File: config.mk
export PLATFORM = sky130hd
export DESIGN_NAME = sdr_read_seq
export DESIGN_NICKNAME = d
export VERILOG_FILES = /design/src/rtl/sdr_rd_pkg.sv /design/src/rtl/sdr_bank_table.sv /design/src/rtl/sdr_rd_capture.sv /design/src/rtl/sdr_read_seq.sv
export SDC_FILE = /design/constraint.sdc
export NUM_CORES = 1
export LEC_CHECK = 0
export BUFFER_PORTS_ARGS = -buffer_cell sky130_fd_sc_hd__buf_2
export CORE_MARGIN = 2
export CORE_UTILIZATION = 50
export CTS_CLUSTER_DIAMETER = 50
export DETAILED_ROUTE_END_ITERATION = 10
export GPL_TIMING_DRIVEN = 0
export MAX_ROUTING_LAYER = met4
export PLACE_DENSITY = 0.8
export SLEW_MARGIN = 20
export SYNTH_ARGS = -nofsm -noshare
export SYNTH_HDL_FRONTEND = slang
export SYNTH_SLANG_ARGS = --single-unit
File: constraint.sdc
create_clock -name clk -period 4.2 [get_ports clk]
set_clock_uncertainty 0.1 [all_clocks]
set_input_delay 0.42 -clock clk [delete_from_list [all_inputs] [get_ports clk]]
set_output_delay 0.42 -clock clk [all_outputs]
set_load 0.1 [all_outputs]
File: src/rtl/sdr_rd_pkg.sv
package sdr_rd_pkg;

    // {ras_n, cas_n, we_n}
    typedef enum logic [2:0] {
        CMD_NOP  = 3'b111,
        CMD_ACT  = 3'b011,
        CMD_READ = 3'b101,
        CMD_PRE  = 3'b010
    } sdr_cmd_e;

    typedef enum logic [2:0] {
        S_IDLE,
        S_PREALL,
        S_ACT,
        S_RCD,
        S_READ,
        S_STREAM,
        S_STOP,
        S_DRAIN
    } seq_state_e;

    localparam logic [2:0] BL_FULL = 3'd7;

endpackage

File: src/rtl/sdr_bank_table.sv
module sdr_bank_table #(
    parameter int BANK_W = 2,
    parameter int ROW_W  = 13,
    parameter int TRCD   = 3
) (
    input  logic              clk,
    input  logic              rst_n,
    input  logic              act_fire,
    input  logic [BANK_W-1:0] act_bank,
    input  logic [ROW_W-1:0]  act_row,
    input  logic              pall_fire,
    input  logic [BANK_W-1:0] sel_bank,
    output logic              sel_open,
    output logic [ROW_W-1:0]  sel_row,
    output logic              sel_rcd_ok
);
    localparam int NBANK = 1 << BANK_W;
    localparam int RCD_W = $clog2(TRCD + 1);

    logic [NBANK-1:0] open_q;
    logic [ROW_W-1:0] row_q [NBANK];
    logic [RCD_W-1:0] rcd_q [NBANK];

    for (genvar b = 0; b < NBANK; b++) begin : g_bank
        always_ff @(posedge clk) begin
            if (!rst_n) begin
                open_q[b] <= 1'b0;
                row_q[b]  <= '0;
                rcd_q[b]  <= '0;
            end else if (pall_fire) begin
                open_q[b] <= 1'b0;
            end else if (act_fire && act_bank == BANK_W'(b)) begin
                open_q[b] <= 1'b1;
                row_q[b]  <= act_row;
                rcd_q[b]  <= RCD_W'(TRCD - 1);
            end else if (rcd_q[b] != '0) begin
                rcd_q[b] <= rcd_q[b] - 1'b1;
            end
        end
    end

    assign sel_open   = open_q[sel_bank];
    assign sel_row    = row_q[sel_bank];
    assign sel_rcd_ok = (rcd_q[sel_bank] == '0);

    p_pall_closes_r8: assert property (@(posedge clk) disable iff (!rst_n)
        pall_fire |=> (open_q == '0));

    p_act_idle_r2: assert property (@(posedge clk) disable iff (!rst_n)
        act_fire |-> !open_q[act_bank]);

endmodule

File: src/rtl/sdr_rd_capture.sv
module sdr_rd_capture #(
    parameter int DATA_W = 32,
    parameter int CL_MAX = 3,
    parameter int CL_W   = 2,
    parameter int LEN_W  = 10
) (
    input  logic              clk,
    input  logic              rst_n,
    input  logic              start,
    input  logic [CL_W-1:0]   cas_lat,
    input  logic [LEN_W-1:0]  len,
    input  logic [DATA_W-1:0] dq,
    output logic [DATA_W-1:0] data,
    output logic              valid,
    output logic              done
);
    logic [CL_MAX-1:0] sr_q;
    logic [CL_MAX-1:0] tap_sel;
    logic              tap;
    logic [LEN_W-1:0]  len_q;
    logic [LEN_W-1:0]  remain_q;

    always_comb begin
        for (int i = 0; i < CL_MAX; i++) begin
            tap_sel[i] = (int'(cas_lat) == i + 1);
        end
    end
    assign tap = |(sr_q & tap_sel);

    always_ff @(posedge clk) begin
        if (!rst_n) begin
            sr_q     <= '0;
            len_q    <= '0;
            remain_q <= '0;
            data     <= '0;
            valid    <= 1'b0;
            done     <= 1'b0;
        end else begin
            sr_q  <= (sr_q << 1) | CL_MAX'(start);
            valid <= 1'b0;
            done  <= 1'b0;
            if (start) begin
                len_q <= len;
            end
            if (tap) begin
                data     <= dq;
                valid    <= 1'b1;
                remain_q <= len_q - 1'b1;
                done     <= (len_q == LEN_W'(1));
            end else if (remain_q != '0) begin
                data     <= dq;
                valid    <= 1'b1;
                remain_q <= remain_q - 1'b1;
                done     <= (remain_q == LEN_W'(1));
            end
        end
    end

    p_done_with_valid_r6: assert property (@(posedge clk) disable iff (!rst_n)
        done |-> valid);

endmodule

File: src/rtl/sdr_read_seq.sv
module sdr_read_seq
    import sdr_rd_pkg::*;
#(
    parameter int BANK_W  = 2,
    parameter int ROW_W   = 13,
    parameter int COL_W   = 9,
    parameter int ADDR_W  = 13,
    parameter int DATA_W  = 32,
    parameter int TRCD    = 3,
    parameter int CL_MAX  = 3,
    parameter int CL_W    = 2,
    parameter int WORDS_W = 10
) (
    input  logic               clk,
    input  logic               rst_n,
    input  logic               req_valid,
    output logic               req_ready,
    input  logic               req_pall,
    input  logic [BANK_W-1:0]  req_bank,
    input  logic [ROW_W-1:0]   req_row,
    input  logic [COL_W-1:0]   req_col,
    input  logic [WORDS_W-1:0] req_words,
    input  logic [CL_W-1:0]    cfg_cas_lat,
    input  logic [2:0]         cfg_burst,
    output logic               sd_ras_n,
    output logic               sd_cas_n,
    output logic               sd_we_n,
    output logic [BANK_W-1:0]  sd_ba,
    output logic [ADDR_W-1:0]  sd_addr,
    input  logic [DATA_W-1:0]  sd_dq,
    output logic [DATA_W-1:0]  rd_data,
    output logic               rd_valid,
    output logic               rd_done
);
    localparam int AP_BIT = 10;
    localparam int SA_W   = $clog2(TRCD + 2) + 1;

    seq_state_e state_q, state_d;
    sdr_cmd_e   cmd_q, cmd_d;
    logic [BANK_W-1:0]  ba_d;
    logic [ADDR_W-1:0]  addr_d;

    logic [BANK_W-1:0]  lat_bank;
    logic [ROW_W-1:0]   lat_row;
    logic [COL_W-1:0]   lat_col;
    logic [WORDS_W-1:0] lat_words;
    logic               pend_rd_q;
    logic [WORDS_W-1:0] stream_cnt;
    logic [WORDS_W-1:0] words_eff;
    logic [WORDS_W-1:0] cap_len;
    logic               full_page;

    logic [BANK_W-1:0]  tk_sel;
    logic               tk_open;
    logic [ROW_W-1:0]   tk_row;
    logic               tk_rcd_ok;
    logic               cap_done;

    assign full_page = (cfg_burst == BL_FULL);
    assign words_eff = (lat_words == '0) ? WORDS_W'(1) : lat_words;
    assign req_ready = (state_q == S_IDLE);
    assign tk_sel    = (state_q == S_IDLE) ? req_bank : lat_bank;

    always_comb begin
        case (cfg_burst)
            3'd1:    cap_len = WORDS_W'(2);
            3'd2:    cap_len = WORDS_W'(4);
            3'd3:    cap_len = WORDS_W'(8);
            BL_FULL: cap_len = words_eff;
            default: cap_len = WORDS_W'(1);
        endcase
    end

    sdr_bank_table #(
        .BANK_W (BANK_W),
        .ROW_W  (ROW_W),
        .TRCD   (TRCD)
    ) u_banks (
        .clk        (clk),
        .rst_n      (rst_n),
        .act_fire   (state_q == S_ACT),
        .act_bank   (lat_bank),
        .act_row    (lat_row),
        .pall_fire  (state_q == S_PREALL || state_q == S_STOP),
        .sel_bank   (tk_sel),
        .sel_open   (tk_open),
        .sel_row    (tk_row),
        .sel_rcd_ok (tk_rcd_ok)
    );

    sdr_rd_capture #(
        .DATA_W (DATA_W),
        .CL_MAX (CL_MAX),
        .CL_W   (CL_W),
        .LEN_W  (WORDS_W)
    ) u_capture (
        .clk     (clk),
        .rst_n   (rst_n),
        .start   (cmd_q == CMD_READ),
        .cas_lat (cfg_cas_lat),
        .len     (cap_len),
        .dq      (sd_dq),
        .data    (rd_data),
        .valid   (rd_valid),
        .done    (cap_done)
    );
    assign rd_done = cap_done;

    // next-state logic
    always_comb begin
        state_d = state_q;
        unique case (state_q)
            S_IDLE: begin
                if (req_valid) begin
                    if (req_pall)                state_d = S_PREALL;
                    else if (!tk_open)           state_d = S_ACT;
                    else if (tk_row == req_row)  state_d = S_RCD;
                    else                         state_d = S_PREALL;
                end
            end
            S_PREALL: state_d = pend_rd_q ? S_ACT : S_IDLE;
            S_ACT:    state_d = S_RCD;
            S_RCD:    if (tk_rcd_ok) state_d = S_READ;
            S_READ: begin
                if (!full_page)                    state_d = S_DRAIN;
                else if (words_eff == WORDS_W'(1)) state_d = S_STOP;
                else                               state_d = S_STREAM;
            end
            S_STREAM: if (stream_cnt == WORDS_W'(1)) state_d = S_STOP;
            S_STOP:   state_d = S_DRAIN;
            S_DRAIN:  if (cap_done) state_d = S_IDLE;
            default:  state_d = S_IDLE;
        endcase
    end

    // state register and request latch
    always_ff @(posedge clk) begin
        if (!rst_n) begin
            state_q    <= S_IDLE;
            lat_bank   <= '0;
            lat_row    <= '0;
            lat_col    <= '0;
            lat_words  <= '0;
            pend_rd_q  <= 1'b0;
            stream_cnt <= '0;
        end else begin
            state_q <= state_d;
            if (state_q == S_IDLE && req_valid) begin
                lat_bank  <= req_bank;
                lat_row   <= req_row;
                lat_col   <= req_col;
                lat_words <= req_words;
                pend_rd_q <= !req_pall;
            end
            if (state_q == S_READ) begin
                stream_cnt <= words_eff - 1'b1;
            end else if (state_q == S_STREAM) begin
                stream_cnt <= stream_cnt - 1'b1;
            end
        end
    end

    // command outputs
    always_comb begin
        cmd_d  = CMD_NOP;
        ba_d   = '0;
        addr_d = '0;
        unique case (state_q)
            S_PREALL, S_STOP: begin
                cmd_d          = CMD_PRE;
                addr_d[AP_BIT] = 1'b1;
            end
            S_ACT: begin
                cmd_d              = CMD_ACT;
                ba_d               = lat_bank;
                addr_d[ROW_W-1:0]  = lat_row;
            end
            S_READ: begin
                cmd_d              = CMD_READ;
                ba_d               = lat_bank;
                addr_d[COL_W-1:0]  = lat_col;
            end
            default: ;
        endcase
    end

    always_ff @(posedge clk) begin
        if (!rst_n) begin
            cmd_q   <= CMD_NOP;
            sd_ba   <= '0;
            sd_addr <= '0;
        end else begin
            cmd_q   <= cmd_d;
            sd_ba   <= ba_d;
            sd_addr <= addr_d;
        end
    end
    assign {sd_ras_n, sd_cas_n, sd_we_n} = cmd_q;

    // cycles since the last Activate on the pins
    logic [SA_W-1:0]   since_act;
    logic [BANK_W-1:0] act_ba_q;
    always_ff @(posedge clk) begin
        if (!rst_n) begin
            since_act <= '1;
            act_ba_q  <= '0;
        end else if (cmd_q == CMD_ACT) begin
            since_act <= SA_W'(1);
            act_ba_q  <= sd_ba;
        end else if (since_act != '1) begin
            since_act <= since_act + 1'b1;
        end
    end

    p_trcd_r4: assert property (@(posedge clk) disable iff (!rst_n)
        (cmd_q == CMD_READ && sd_ba == act_ba_q) |-> since_act >= SA_W'(TRCD));

    p_read_a10_r3: assert property (@(posedge clk) disable iff (!rst_n)
        (cmd_q == CMD_READ) |-> !sd_addr[AP_BIT]);

    p_pall_a10_r8: assert property (@(posedge clk) disable iff (!rst_n)
        (cmd_q == CMD_PRE) |-> sd_addr[AP_BIT]);

    p_legal_cmd_r11: assert property (@(posedge clk) disable iff (!rst_n)
        cmd_q inside {CMD_NOP, CMD_ACT, CMD_READ, CMD_PRE});

    p_ready_idle_r11: assert property (@(posedge clk) disable iff (!rst_n)
        (req_ready && req_valid) |=> !req_ready);

endmodule

## After elaboration in Yosys (flattened, before gate mapping)

Memory sizes are Yosys's and may differ from the RTL's.
Index checks and enable logic that the tools add are counted.

| word-level totals | value |
|---|---|
| register bits after elaboration | 127 |
| logic and storage cells | 177 |
| ROM bits | 0 |
| output and inout bits | 53 |
| memories | 2 |
| input port bits | 75 |
| latch bits | 0 |
| RAM bits | 60 |

| cells by class | value |
|---|---|
| $lt $le $gt $ge | 1 |
| mux-type cells | 78 |
| reduce and logical (&&, ||, !) cells | 25 |
| $add $sub $neg | 8 |
| bitwise gates (word level) | 15 |
| divide/modulo/power cells | 0 |
| multipliers | 0 |
| equality and inequality tests | 27 |
| shift-type cells | 0 |

Memories:

| name | words | bits a word | read ports | clocked after memory_dff | wr ports | line | source |
|---|---|---|---|---|---|---|---|
| u_banks.row_q | 4 | 13 | 1 | 0 | 4 | sdr_bank_table.sv:21 | `logic [ROW_W-1:0] row_q [NBANK];` |
| u_banks.rcd_q | 4 | 2 | 5 | 0 | 4 | sdr_bank_table.sv:22 | `logic [RCD_W-1:0] rcd_q [NBANK];` |

Operators with widths:

| cell | count |
|---|---|
| 32-bit two-way mux | 2 |
| 13-bit two-way mux | 4 |
| 10-bit two-way mux | 5 |
| 1-bit two-way mux | 42 |
| 10-bit by 1-bit equality test with 1-bit output (second input constant) | 4 |
| 10-bit case mux with 4 select lines | 1 |
| 10-bit by 1-bit subtractor with 10-bit output (second input constant) | 4 |
| 2-bit two-way mux | 15 |
| 3-bit case mux with 8 select lines | 1 |
| 3-bit equality test (second input constant) | 6 |
| 9-bit case mux with 2 select lines | 1 |
| 13-bit equality test | 1 |
| 3-bit by 2-bit equality test with 1-bit output (second input constant) | 4 |
| 3-bit two-way mux | 4 |
| 1-bit bitwise OR | 12 |
| 2-bit nonzero test | 6 |
| 10-bit logical NOT | 1 |
| 10-bit nonzero test | 1 |
| 3-bit case mux with 3 select lines | 1 |
| 2-bit equality test (second input constant) | 4 |
| 2-bit by 1-bit subtractor with 2-bit output (second input constant) | 4 |
| 3-bit by 1-bit equality test with 1-bit output (second input constant) | 2 |
| 2-bit != test (second input constant) | 3 |
| 2-bit OR reduction | 3 |
| other kinds (16) | 23 |

## Longest topological paths before layout

An unclocked memory read counts as a cell.

| logic depth | value |
|---|---|
| word-level depth | 9 |
| mapped depth | 11 |
| mapped depth without buffers | 10 |

## By module

A second synthesis with hierarchy kept.

| second synthesis, totals | value |
|---|---|
| cell total of the unflattened synthesis | 802 |
| area total of the unflattened synthesis | 8,408.1 µm² |

By module, submodules not included:

| module | times used | cells an instance | area an instance (µm²) | seq. area each (µm²) |
|---|---|---|---|---|
| sdr_bank_table | 1 | 215 | 3,041.7 | 1,881.8 |
| sdr_read_seq | 1 | 367 | 3,011.6 | 1,321.3 |
| sdr_rd_capture | 1 | 220 | 2,354.8 | 1,141.1 |

## Worst setup path before layout

Ideal clock, no wire load.

| timing path | value |
|---|---|
| path kind | register to register |
| start point | reg state_q[2] |
| end point | reg pend_rd_q |
| path buffers | 5 |
| data arrival time | 2.442 ns |
| required time | 3.984 ns |
| setup slack | 1.541 ns |
| period minus slack after synthesis | 2.659 ns |
| stages on the path, launching flop included | 11 |
| setup time | 0.116 ns |
| cell sequence | dfxtp_1 buf_6 or3_1 buf_6 inv_6 buf_2 and2_1 clkbuf_1 clkbuf_1 nand2_1 o211a_1 |

| between the ends | value |
|---|---|
| word-level cells in the longest chain between the ends | 2 |

RTL lines:

| what | line | source |
|---|---|---|
| from (decl) | sdr_read_seq.sv:38 | `seq_state_e state_q, state_d;` |
| from (signal assigned) | sdr_read_seq.sv:147 | `state_q <= state_d;` |
| 3-bit logical NOT | -- |  |
| net req_ready | sdr_read_seq.sv:17 | `output logic req_ready,` |
| 1-bit logical AND | sdr_read_seq.sv:148 | `if (state_q == S_IDLE && req_valid) begin` |
| to (signal assigned) | sdr_read_seq.sv:153 | `pend_rd_q <= !req_pall;` |
| to (decl) | sdr_read_seq.sv:47 | `logic pend_rd_q;` |

The timed path passes the listed nets, and every way through them passes these cells.
A chain may end at the register's enable or synchronous reset.

## Worst setup path after layout

| timing path | value |
|---|---|
| start point | reg state_q[2] |
| end point | reg state_q[1] |

| between the ends | value |
|---|---|
| word-level cells in the longest chain between the ends | 9 |
| elaborated cells on any way between the ends | 25 |
| those cells by class | eq/ne: 12; mux: 8; reduce/logical: 3; memory: 2 |

RTL lines:

| what | line | source |
|---|---|---|
| 3-bit logical NOT | sdr_read_seq.sv:62, sdr_read_seq.sv:112 |  |
| 2-bit two-way mux | sdr_read_seq.sv:62 | `assign tk_sel = (state_q == S_IDLE) ? req_bank : lat_bank;` |
| memory 4 x 13 bit | -- |  |
| 13-bit equality test | sdr_read_seq.sv:117 | `else if (tk_row == req_row) state_d = S_RCD;` |
| 2-bit two-way mux | sdr_read_seq.sv:117 |  |
| 2-bit two-way mux | sdr_read_seq.sv:116 | `else if (!tk_open) state_d = S_ACT;` |
| 2-bit two-way mux | sdr_read_seq.sv:115 | `if (req_pall) state_d = S_PREALL;` |
| 3-bit two-way mux | sdr_read_seq.sv:114 | `if (req_valid) begin` |
| 3-bit case mux with 8 select lines | sdr_read_seq.sv:112 | `unique case (state_q)` |

Parallel ways exist; a longest one is shown, timed or not. The select of a mux whose other input is x is not followed.

==> results.py <==
metrics = {
    "power_and_ir_drop": {
        "finalPower_uw": 6210,
        "ir_drop_mv": 0.328,
        "p_leak_uw": 0.00441,
        "power_density_nw_per_um2": 601,
    },
    "yosys": {
        "syn_inst": 924,
        "async_reset_ff_share_pct": 0,
        "synth_area_um2": 8860,
        "synth_fp_nets": 1011,
        "synth_edf_count": 60,
        "ys_seq_area_share_pct": 49.1,
        "yosysUniqueCellTypes": 52,
        "ys.flop_type": "dfxtp_1",
        "synth_seq_cells": 187,
        "synth.avg_cell_area_um2": 9.58,
        "yosysWarnings": 0,
    },
    "die": {
        "dieHeight_um": 137,
        "initial_core_util_pct": 51.2,
        "io_pins": 128,
        "rows": 48,
        "core_area_um2": 17300,
        "die-area_um2": 18800,
        "dieWidth_um": 137,
    },
    "placement": {
        "post-place-ws_ps": 863,
        "place.gp.congestion": 0.881,
        "dpl.cell_count": 1275,
        "port_buffers": 126,
        "dpl.hpwl_um": 16700,
    },
    "sta": {
        "grt_setup_unrepaired": "false",
        "fmax_mhz": 309,
        "fin_ws_ps": 967,
        "period_share_pct": 77.0,
        "worst_slew_pin_slew_ps": 978,
        "fin_crit_ps": 3230,
        "hold_violations": 0,
        "setup_viol": 0,
        "tns_ps": 0,
        "slew_headroom_pct": 34.3,
        "drv_slew": 0,
        "holdWs_ps": 125,
    },
    "global_routing": {
        "grt_pass1_vias": 6840,
        "grt_pass1_wl_um": 35700,
        "grt_overflow": 0,
        "antenna_found_initial": 0,
        "grt_use_total_pct": 25.8,
        "grt_max_degree": 17,
    },
    "cells_and_area": {
        "antennaDiodeCount": 0,
        "fin_cells": 1307,
        "layout_commonest_cell": "nand2_1",
        "syn2layout_area_growth_pct": 16.7,
        "nFillCells": 1497,
        "drive_gt1_share_pct": 16.5,
        "final_cell_mix": "179 x nand2_1, 131 x buf_2, 127 x dfxtp_1, 71 x a21boi_0, 68 x mux2i_1",
        "fin_nets": 1156,
    },
    "cts": {
        "root_buffer": "clkbuf_16",
        "htreeDepth": 4,
        "insertion_delay_ps": 440,
        "cts_hold_buf": 0,
        "post_cts_buffers": 0,
        "tritoncts": "yes",
        "cts_inserted_buffers": 17,
        "clk_pin_slew_ps": 70,
        "cts_resized": 0,
        "cts.sinks": 187,
        "cts.path.max_buffers": 2,
    },
    "worst_setup_path": {
        "critPathLaunchType": "register",
        "worst-setup-path-type": "reg -> reg",
        "arrival_ps": 3490,
        "crit_required_ps": 4460,
        "crit_fanout": 10,
        "endpoint_kind": "register",
    },
    "drt": {
        "drc": 0,
        "detail_route.vias_per_cell": 5.58,
        "totalWireLength_um": 23300,
        "via_count": 7296,
        "dr.pass1.iters": 5,
        "wl_per_cell_um": 17.8,
        "antenna_left": 0,
        "drt_iter0_drc": 728,
    },
    "flow_run": {
        "cap_violations": 0,
    },
    "status": {
        "status": "complete, no violations",
    },
    "min_path": {
        "hold_class": "in -> reg",
    },
}
cells in the mapped netlist, types with 15 or more instances:
| library cell | n | share of area (%) |
|---|---|---|
| nor2_1 | 44 | 1.9 |
| and3_1 | 15 | 1.1 |
| nand2_1 | 179 | 7.6 |
| inv_1 | 23 | 0.97 |
| a21oi_1 | 17 | 0.96 |
| xnor2_1 | 21 | 2.1 |
| and2_1 | 49 | 3.5 |
| a21boi_0 | 71 | 6.0 |
| clkbuf_1 | 47 | 2.0 |
| edfxtp_1 | 60 | 20 |
| o21ai_0 | 17 | 0.96 |
| dfxtp_1 | 127 | 29 |
| nor2b_1 | 16 | 1.1 |
| mux2i_1 | 68 | 7.7 |
cells by family (layout without fill, tap and decap cells):
family / after synthesis / in the layout / synth area share, %
AO/OA/AOI/OAI: 167 / 167 / 13.4
XOR/XNOR: 35 / 35 / 3.46
adder cells (fa/ha/maj): 12 / 12 / 1.70
buffers and inverters: 82 / 240 / 3.77
flip-flops: 187 / 187 / 49.1
multiplexers: 76 / 76 / 9.37
AND/OR/NAND/NOR: 365 / 365 / 19.2
where the power goes:
group          internal, uW  switching, uW
logic                   653           1710
registers              2140            164
clock network           855            697
flip-flops by register name, indices dropped and copies added (netlist names), 2 cells and up:
register,flops
u_banks.row_q,52
state_q,3
lat_row,13
sd_addr,13
lat_bank,2
u_capture.data,32
u_capture.len_q,10
u_banks.open_q,4
cmd_q,3
lat_col,9
lat_words,10
u_banks.rcd_q,8
stream_cnt,10
sd_ba,2
u_capture.sr_q,3
u_capture.remain_q,10
per-layer routing:
metal / routed length, um / track usage [%]
met1: 10200 / 33.8
met5: 0 / -
met2: 11100 / 40.4
met3: 1490 / 5.30
met4: 521 / 8.25
area by class of cell:
cell class	instances	area (um^2)	area share, %
well taps	225	282	2.72
repair buffers	126	631	6.10
clock inverters	9	60.1	0.581
clock buffers	23	509	4.93
flip-flops and latches	187	4340	42.0
inverters	24	95.1	0.920
plain buffers	58	239	2.31
multi-input cells	655	4180	40.4
final timing paths:
path                      from                end  slack [ps]  depth (start not counted)
max                 state_q[2]         state_q[1]         970                         11
max reg2reg         state_q[2]         state_q[1]         970                         11
min reg2reg  u_capture.sr_q[0]  u_capture.sr_q[1]         360                          1
min                 req_col[4]         lat_col[4]         130                          3
worst max-delay path: stages (launching register included):
cell     delay, ps
dfxtp_1        310
buf_6          130
or3_1          380
buf_6          150
inv_6           70
mux2i_2        370
buf_2          420
mux2i_1        280
xnor2_1         90
nor4_1         420
nand3_1        210
a31oi_1        230
metrics by stage:
step	cell area (um^2)	utilization, %
floorplan	8860	-
global placement	9770	56.5
detailed placement	9770	56.5
CTS	10300	59.8
global route	10300	59.8
finish	10300	59.8
Power figures use the tool's default switching activity.
